File: config.mk
export PLATFORM = sky130hd
export DESIGN_NAME = smask_exec
export DESIGN_NICKNAME = d
export VERILOG_FILES = /design/src/rtl/smask_pkg.sv /design/src/rtl/smask_decode.sv /design/src/rtl/smask_merge.sv /design/src/rtl/smask_exec.sv
export SDC_FILE = /design/constraint.sdc
export NUM_CORES = 1
export LEC_CHECK = 0
export BUFFER_PORTS_ARGS = -buffer_cell sky130_fd_sc_hd__buf_2
export CORE_MARGIN = 4
export CORE_UTILIZATION = 44
export DETAILED_ROUTE_END_ITERATION = 10
export PLACE_DENSITY = 0.78
export SLEW_MARGIN = 20
export SYNTH_ARGS = -nofsm -noshare
export SYNTH_HDL_FRONTEND = slang
export SYNTH_HIERARCHICAL = 1
export SYNTH_SLANG_ARGS = --single-unit
File: constraint.sdc
create_clock -name clk_i -period 1.2 [get_ports clk_i]
set_input_delay 0.06 -clock clk_i [delete_from_list [all_inputs] [get_ports clk_i]]
set_output_delay 0.06 -clock clk_i [all_outputs]
set_load 0.05 [all_outputs]
File: src/rtl/smask_pkg.sv
package smask_pkg;
  typedef enum logic [1:0] {
    OP_NONE = 2'd0,
    OP_CLR  = 2'd1,
    OP_SET  = 2'd2,
    OP_LOAD = 2'd3
  } sm_op_e;

  typedef enum logic [1:0] {
    CAUSE_NONE = 2'd0,
    CAUSE_PRIV = 2'd1,
    CAUSE_ILL  = 2'd2
  } sm_cause_e;
endpackage

File: src/rtl/smask_decode.sv
module smask_decode
  import smask_pkg::*;
#(
  parameter int STAT_BITS = 32,
  parameter int IMM_E_POS = 8,
  parameter int IMM_W_POS = 9,
  parameter int E_POS     = 26,
  parameter int W_POS     = 28
) (
  input  logic [31:0]          insn_i,
  output sm_op_e               op_o,
  output logic [STAT_BITS-1:0] mask_o,
  output logic [4:0]           rd_o,
  output logic [4:0]           rs_o
);
  localparam int IMM_LSB  = 16;
  localparam int IMM_BITS = 10;
  localparam logic [31:0] IMM_FORM_MASK = 32'hFC00FFE0;
  localparam logic [31:0] CLR_PATTERN   = 32'h00000E60;
  localparam logic [31:0] SET_PATTERN   = 32'h00000D60;
  localparam logic [31:0] LOAD_MASK     = 32'hFFE0FFFF;
  localparam logic [31:0] LOAD_PATTERN  = 32'h00001860;

  logic [IMM_BITS-1:0] imm;
  assign imm  = insn_i[IMM_LSB +: IMM_BITS];
  assign rd_o = insn_i[4:0];
  assign rs_o = insn_i[20:16];

  always_comb begin
    if ((insn_i & IMM_FORM_MASK) == CLR_PATTERN)      op_o = OP_CLR;
    else if ((insn_i & IMM_FORM_MASK) == SET_PATTERN) op_o = OP_SET;
    else if ((insn_i & LOAD_MASK) == LOAD_PATTERN)    op_o = OP_LOAD;
    else                                              op_o = OP_NONE;
  end

  // Each immediate bit contributes one status bit. Two of them are relocated.
  logic [IMM_BITS-1:0][STAT_BITS-1:0] part;
  for (genvar k = 0; k < IMM_BITS; k++) begin : g_imm
    localparam int DST = (k == IMM_E_POS) ? E_POS :
                         (k == IMM_W_POS) ? W_POS : k;
    always_comb begin
      part[k]      = '0;
      part[k][DST] = imm[k];
    end
  end

  always_comb begin
    mask_o = '0;
    for (int k = 0; k < IMM_BITS; k++) mask_o = mask_o | part[k];
  end
endmodule

File: src/rtl/smask_merge.sv
module smask_merge
  import smask_pkg::*;
#(
  parameter int                   STAT_BITS = 32,
  parameter logic [STAT_BITS-1:0] SM_FIELD  = 32'h140000FF,
  parameter int                   Q_POS     = 3
) (
  input  sm_op_e               op_i,
  input  logic [STAT_BITS-1:0] psw_i,
  input  logic [STAT_BITS-1:0] mask_i,
  input  logic [STAT_BITS-1:0] src_i,
  output logic [STAT_BITS-1:0] next_o,
  output logic                 ill_o,
  output logic [STAT_BITS-1:0] old_sm_o
);
  logic [STAT_BITS-1:0] cand;

  always_comb begin
    unique case (op_i)
      OP_CLR:  cand = psw_i & ~mask_i;
      OP_SET:  cand = psw_i | mask_i;
      OP_LOAD: cand = src_i;
      default: cand = psw_i;
    endcase
  end

  assign ill_o    = cand[Q_POS] & ~psw_i[Q_POS];
  assign next_o   = (psw_i & ~SM_FIELD) | (cand & SM_FIELD);
  assign old_sm_o = psw_i & SM_FIELD;
endmodule

File: src/rtl/smask_exec.sv
module smask_exec
  import smask_pkg::*;
#(
  parameter int                   STAT_BITS = 32,
  parameter logic [STAT_BITS-1:0] SM_FIELD  = 32'h140000FF,
  parameter int                   Q_POS     = 3,
  parameter int                   E_POS     = 26,
  parameter int                   W_POS     = 28,
  parameter int                   IMM_E_POS = 8,
  parameter int                   IMM_W_POS = 9
) (
  input  logic                 clk_i,
  input  logic                 rst_ni,
  input  logic [31:0]          insn_i,
  input  logic                 valid_i,
  input  logic                 nullify_i,
  input  logic [1:0]           priv_i,
  input  logic [STAT_BITS-1:0] psw_i,
  input  logic [STAT_BITS-1:0] src_val_i,
  output logic [4:0]           src_idx_o,
  output logic [STAT_BITS-1:0] psw_o,
  output logic                 psw_upd_o,
  output logic                 rf_we_o,
  output logic [4:0]           rf_idx_o,
  output logic [STAT_BITS-1:0] rf_data_o,
  output logic                 exc_o,
  output logic [1:0]           exc_cause_o,
  output logic                 flush_o
);
  sm_op_e               op;
  logic [STAT_BITS-1:0] mask, next_psw, old_sm;
  logic [4:0]           rd;
  logic                 ill;

  smask_decode #(
    .STAT_BITS(STAT_BITS), .IMM_E_POS(IMM_E_POS), .IMM_W_POS(IMM_W_POS),
    .E_POS(E_POS), .W_POS(W_POS)
  ) u_dec (
    .insn_i(insn_i), .op_o(op), .mask_o(mask), .rd_o(rd), .rs_o(src_idx_o)
  );

  smask_merge #(
    .STAT_BITS(STAT_BITS), .SM_FIELD(SM_FIELD), .Q_POS(Q_POS)
  ) u_mrg (
    .op_i(op), .psw_i(psw_i), .mask_i(mask), .src_i(src_val_i),
    .next_o(next_psw), .ill_o(ill), .old_sm_o(old_sm)
  );

  logic live, priv_bad, ill_hit, accept;
  sm_cause_e cause;

  assign live     = valid_i & ~nullify_i & (op != OP_NONE);
  assign priv_bad = live & (priv_i != 2'd0);
  assign ill_hit  = live & ~priv_bad & ill;
  assign accept   = live & ~priv_bad & ~ill;
  assign cause    = priv_bad ? CAUSE_PRIV : (ill_hit ? CAUSE_ILL : CAUSE_NONE);

  always_ff @(posedge clk_i or negedge rst_ni) begin
    if (!rst_ni) begin
      psw_o       <= '0;
      psw_upd_o   <= 1'b0;
      rf_we_o     <= 1'b0;
      rf_idx_o    <= '0;
      rf_data_o   <= '0;
      exc_o       <= 1'b0;
      exc_cause_o <= 2'd0;
      flush_o     <= 1'b0;
    end else begin
      psw_o       <= accept ? next_psw : psw_i;
      psw_upd_o   <= accept;
      rf_we_o     <= accept & (op != OP_LOAD);
      rf_idx_o    <= rd;
      rf_data_o   <= old_sm;
      exc_o       <= priv_bad | ill_hit;
      exc_cause_o <= cause;
      flush_o     <= accept;
    end
  end

  AST_UPD_NEEDS_PRIV: assert property (@(posedge clk_i) disable iff (!rst_ni)
    psw_upd_o |-> ($past(priv_i) == 2'd0));
  AST_OUTSIDE_KEPT: assert property (@(posedge clk_i) disable iff (!rst_ni)
    psw_upd_o |-> ((psw_o & ~SM_FIELD) == ($past(psw_i) & ~SM_FIELD)));
  AST_EXC_NO_EFFECT: assert property (@(posedge clk_i) disable iff (!rst_ni)
    exc_o |-> (!psw_upd_o && !rf_we_o && !flush_o));
  AST_Q_NO_RISE: assert property (@(posedge clk_i) disable iff (!rst_ni)
    (psw_upd_o && !$past(psw_i[Q_POS])) |-> !psw_o[Q_POS]);
  AST_WRITE_FLUSHES: assert property (@(posedge clk_i) disable iff (!rst_ni)
    rf_we_o |-> flush_o);
  AST_IDLE_FOLLOWS: assert property (@(posedge clk_i) disable iff (!rst_ni)
    !psw_upd_o |-> (psw_o == $past(psw_i)));
endmodule

; Word-level counts from Yosys, hierarchy flattened
; Index checks and enable logic that the tools add are counted.
[word_totals]
reg_bits = 52
input_bits = 102
wordCells = 49
[classes]
n_eq_ne = 7
muxes = 7
bitwise = 26
reduce_logical = 2
[ops]
columns = operator, n
row1 = 29-bit case mux with 3 select lines, 1
row2 = 29-bit OR, 2
row3 = "17-bit by 7-bit equality test with 1-bit output, second input constant", 2
row4 = 32-bit two-way mux, 1
row5 = 32-bit by 29-bit OR with 32-bit output, 1
row6 = 29-bit bitwise AND, 1
row7 = 29-bit NOT, 1
row8 = 29-bit by 27-bit OR with 29-bit output, 1
row9 = 29-bit by 4-bit OR with 29-bit output, 1
row10 = 29-bit by 5-bit OR with 29-bit output, 1
row11 = 29-bit by 6-bit OR with 29-bit output, 1
row12 = 29-bit by 7-bit OR with 29-bit output, 1
row13 = 29-bit by 8-bit OR with 29-bit output, 1
row14 = "27-bit by 13-bit equality test with 1-bit output, second input constant", 1
row15 = 2-bit two-way mux, 5
row16 = 1-bit bitwise AND, 8
row17 = "2-bit equality test, second input constant", 2
row18 = 1-bit NOT, 4
row19 = 2-bit nonzero test, 2
row20 = 2-bit by 3-bit OR with 3-bit output, 1
row21 = "2-bit by 1-bit equality test with 1-bit output, second input constant", 1
row22 = "2-bit != test, second input constant", 1
row23 = 1-bit by 2-bit OR with 2-bit output, 1
row24 = 1-bit OR, 1

; Logic depth before layout (Yosys ltp)
[logic_depth]
word_depth = 16
ltp_mapped = 10
ltp_nobuf = 8

; Modules after synthesis
; Netlist, hierarchy kept.
[modules_own_cells]
columns = module, n_inst, cells_each, area_per_inst_um2
row1 = smask_exec, 1, 120, 2329.7
row2 = smask_merge, 1, 91, 696.9
row3 = smask_decode, 1, 60, 451.7

; Worst setup path before layout
; OpenSTA, ideal clock, no wires.
[synth_timing]
kind = input to register
start = input insn_i[13]
end = register psw_o[10]
setup_time_ns = 0.125
arrival_ns = 2.576
required_ns = 1.075
slack_ns = -1.500
path_stages = 10
n_path_buf = 2
cell_sequence = nor4_1 -> nand4_1 -> a211oi_2 -> buf_6 -> mux2i_2 -> nor3_2 -> or3_4 -> nor4b_4 -> buf_6 -> mux2_2
[synth_lines]
columns = element, line_no
row1 = start: declaration, smask_exec.sv:14  ; input logic [31:0] insn_i,
row2 = 27-bit by 13-bit equality test with 1-bit output, smask_decode.sv:32  ; else if ((insn_i & LOAD_MASK) == LOAD_PATTERN) op_o = OP_LOAD;
row3 = 2-bit two-way mux, smask_decode.sv:32
row4 = 2-bit two-way mux, smask_decode.sv:31  ; else if ((insn_i & IMM_FORM_MASK) == SET_PATTERN) op_o = OP_SET;
row5 = 2-bit two-way mux *, smask_decode.sv:30  ; if ((insn_i & IMM_FORM_MASK) == CLR_PATTERN) op_o = OP_CLR;
row6 = net op[0], smask_exec.sv:30  ; sm_op_e op;
row7 = 2-bit equality test or 2-bit by 1-bit equality test with 1-bit output (tied branches), smask_merge.sv:19  ; unique case (op_i)
row8 = 29-bit case mux with 3 select lines *, smask_merge.sv:19
row9 = 1-bit bitwise AND *, smask_merge.sv:27  ; assign ill_o = cand[Q_POS] & ~psw_i[Q_POS];
row10 = net ill, smask_exec.sv:33  ; logic ill;
row11 = 1-bit NOT *, smask_exec.sv:55  ; assign accept = live & ~priv_bad & ~ill;
row12 = 1-bit bitwise AND *, smask_exec.sv:55
row13 = 32-bit two-way mux *, smask_exec.sv:69  ; psw_o <= accept ? next_psw : psw_i;
row14 = end signal: assignment, smask_exec.sv:69
row15 = end: declaration, smask_exec.sv:21  ; output logic [STAT_BITS-1:0] psw_o,
; Mark *: on every way through the listed nets, which the timed path passes. The rest lies on a longest branch.

; Final worst setup path
[layout_timing]
start = input insn_i[27]
end = register psw_o[19]
; The elaborated chain is that of the path after synthesis.

==> impl_results.md <==
* Num Clock Sinks at 74
* Final worst-path cycle share at 1.96
* Post-DP HPWL at roughly 5300 um
* Cell Int Power at 3.81 mW
* CP max-delay cell: or3_4
* Setup crit end kind: flip-flop
* Worst Path Max Fanout at 12
* Total track usage at 0.182
* WP data required at ~1.4 ns
* Hold Path End: exc_cause_o[1]
* Hold Crit Start: nullify_i
* RSZ-0062 raised after global routing: yes
* Ys Warns at 6
* Critical Path AT at 2.58 ns
* Initial antenna violation count at 0
* Crit Path Class: primary input to flip-flop
* Violated checks: setup timing
* Final worst slack at -1.16 ns
* Hold depth at 3
* Die span in x at 94.7 um
* DIE AREA at 8970 um^2
* Fillers at 592
* Pin count of the biggest net entering global routing at between 70 and 80
* First-pass GRT wire length at 12200 um
* Crit-path cells: buf_6, nor4_4, nand4_1, a211oi_4, mux2i_4, nor3_4, or3_4, nor4b_4, buf_6, buf_12, mux2_2
* Number of global-route vias before repair at between 2000 and 3000
* # port buffers at 159
* Multi-input gate area at 1020 um^2
* Number of vias per cell at 4.48
* Pre-antenna DRT Iters at 4
* Post-Syn Area at 3310 um^2
* Area Overhead vs Synth at 40.6%
* Routed WL per cell at 16.0 um
* Total CTS buffers at 9
* Die height at 94.7 um
* CTS clk-pin slew, worst paths at 0.08 ns
* Placed cell count at 459
* PD cells at 1180 nW/um^2
* Critical Path Most Common Cell: buf_6
* Vias at 2341
* Final setup fails at 37
* Residual DRC count at 0
* Seq pwr share at 0.481
* Total Nets Final at 521
* Routed Antenna Nets at 0
* Cell count after synthesis at 248
* Combinational power share at 0.204
* Worst path bufs/invs at 3
* Leak pwr at 2.25 nW
* Cell family with most CP delay: simple AND/OR/NAND/NOR gates
* Global placer's final weighted congestion at a little under 0.8
* Slew Viols, Final at 0
* CTS tree: built
* Worst VDD drop at a little under 600 uV
* Status: finished with violations
* Worst hold path type: primary input to flip-flop
* Clock network power share at 0.315
* CP max stage delay at 0.35 ns
* Total global routing overflow at 0
* H-tree depth at 3
* Io pins at about 180
* Final WL at 8390 um
* Register Area at 1850 um^2
* Num rows at 31
* Finished Layout Cells at 523
* Initial DRC count at 41
* Switching power at 1.68 mW
* Startpoint Class: primary input
* Max Freq at 424 MHz
* Core Box Area at 7290 um^2
* Root Driver: clkbuf_8
* Avg Inst Size Synth at 13.3 um^2
* Clock tree buffer depth at 2
* Initial Util at 0.454
* Util after Layout at 0.638
* Share of cells above drive strength 1 at 0.561
* Post-layout min period at approximately 2.4 ns
* Switching Fraction at 0.306
* Fin. Hold Viols at 0
* # Max-Cap Violations at 0
* Diodes inserted at 0
[tightest hold or removal path, stage by stage]
cell,delay (ns)
buf_2,0.11
or3b_2,0.15
nor2_1,0.05
[per-stage QoR]
step                worst slack [ns]  power, mW  hold slack, ns  cell area [um^2]  TNS, ns
floorplan                      -1.49       3.43          -0.236              3400   -50.62
global placement               -1.50       3.63           0.100              3840   -52.22
detailed placement             -1.53       3.65           0.109              3840   -53.00
CTS                            -1.12       5.52          0.0419              4520   -38.47
global route                   -1.24       5.74          0.0674              4650   -42.77
finish                         -1.16       5.49          0.0688              4650   -39.41
[state kept, by name, summed over array words and instances (netlist names)]
name,count
psw_o,32
rf_data_o,32
rf_idx_o,5
exc_cause_o,2
exc_o,1
psw_upd_o,1
rf_we_o,1
[power by group through the flow]
| stage | Combinational (mW) | Sequential (mW) | Clock, mW |
|---|---|---|---|
| 6_report | 1.12 | 2.64 | 1.73 |
| 5_1_grt | 1.18 | 2.65 | 1.90 |
| 4_1_cts | 1.09 | 2.64 | 1.79 |
| 3_5_place_dp | 0.965 | 2.69 | 0 |
| 3_3_place_gp | 0.950 | 2.68 | 0 |
| 2_1_floorplan | 0.310 | 3.12 | 0 |
[worst max path at each step]
stage | from | slack, ns | endpoint | cells past startpoint
after global placement | insn_i[7] | -1.50 | psw_o[12] | 10
after floorplan | insn_i[7] | -1.49 | psw_o[10] | 10
final | insn_i[27] | -1.16 | psw_o[19] | 11
after detailed placement | insn_i[2] | -1.53 | psw_o[11] | 10
after global routing | insn_i[2] | -1.24 | psw_o[19] | 11
after CTS | insn_i[26] | -1.12 | psw_o[19] | 11
[repair_timing]
item                                    in CTS  in global routing
endpoints found under the setup margin      37                 37
setup buffers                                2                  3
gates cloned                                 1                  2
endpoints found under the hold margin      122                  0
resized for setup                           15                 22
pin swaps                                    3                  3
hold buffers                                40                  0
[cells in the final DEF, fill, tap and decap left out, types with 2 or more instances in the layout]
| cell | instances |
|---|---|
| buf_6 | 11 |
| clkinv_2 | 2 |
| dfrtp_1 | 74 |
| nand2_1 | 2 |
| mux2_2 | 14 |
| clkinvlp_4 | 3 |
| conb_1 | 22 |
| buf_12 | 2 |
| nand4_1 | 3 |
| o2bb2ai_1 | 9 |
| buf_4 | 16 |
| buf_2 | 150 |
| nor2b_1 | 2 |
| mux2i_1 | 9 |
| mux2_4 | 17 |
| nor4b_4 | 2 |
| o21ai_0 | 10 |
| dlygate4sd3_1 | 40 |
| clkbuf_8 | 10 |
| nor4_4 | 2 |
| nor2_1 | 6 |
[final cells by class]
class	instances	share of cell area
tap	99	0.0266
inverter	1	0.000807
multi-input combinational	112	0.219
sequential	74	0.398
clock buffer	10	0.0296
clock inverter	6	0.00887
timing repair buffer	221	0.317
[metal layers]
| layer | track usage | share of wire | vias up |
|---|---|---|---|
| li1 | - | - | 1090 |
| met4 | 0.0781 | 0.021 | 0 |
| met5 | 0 | 0 | - |
| met1 | 0.189 | 0.37 | 1107 |
| met2 | 0.343 | 0.53 | 121 |
| met3 | 0.0486 | 0.079 | 23 |
No activity file was read; power rests on OpenSTA's default activity.
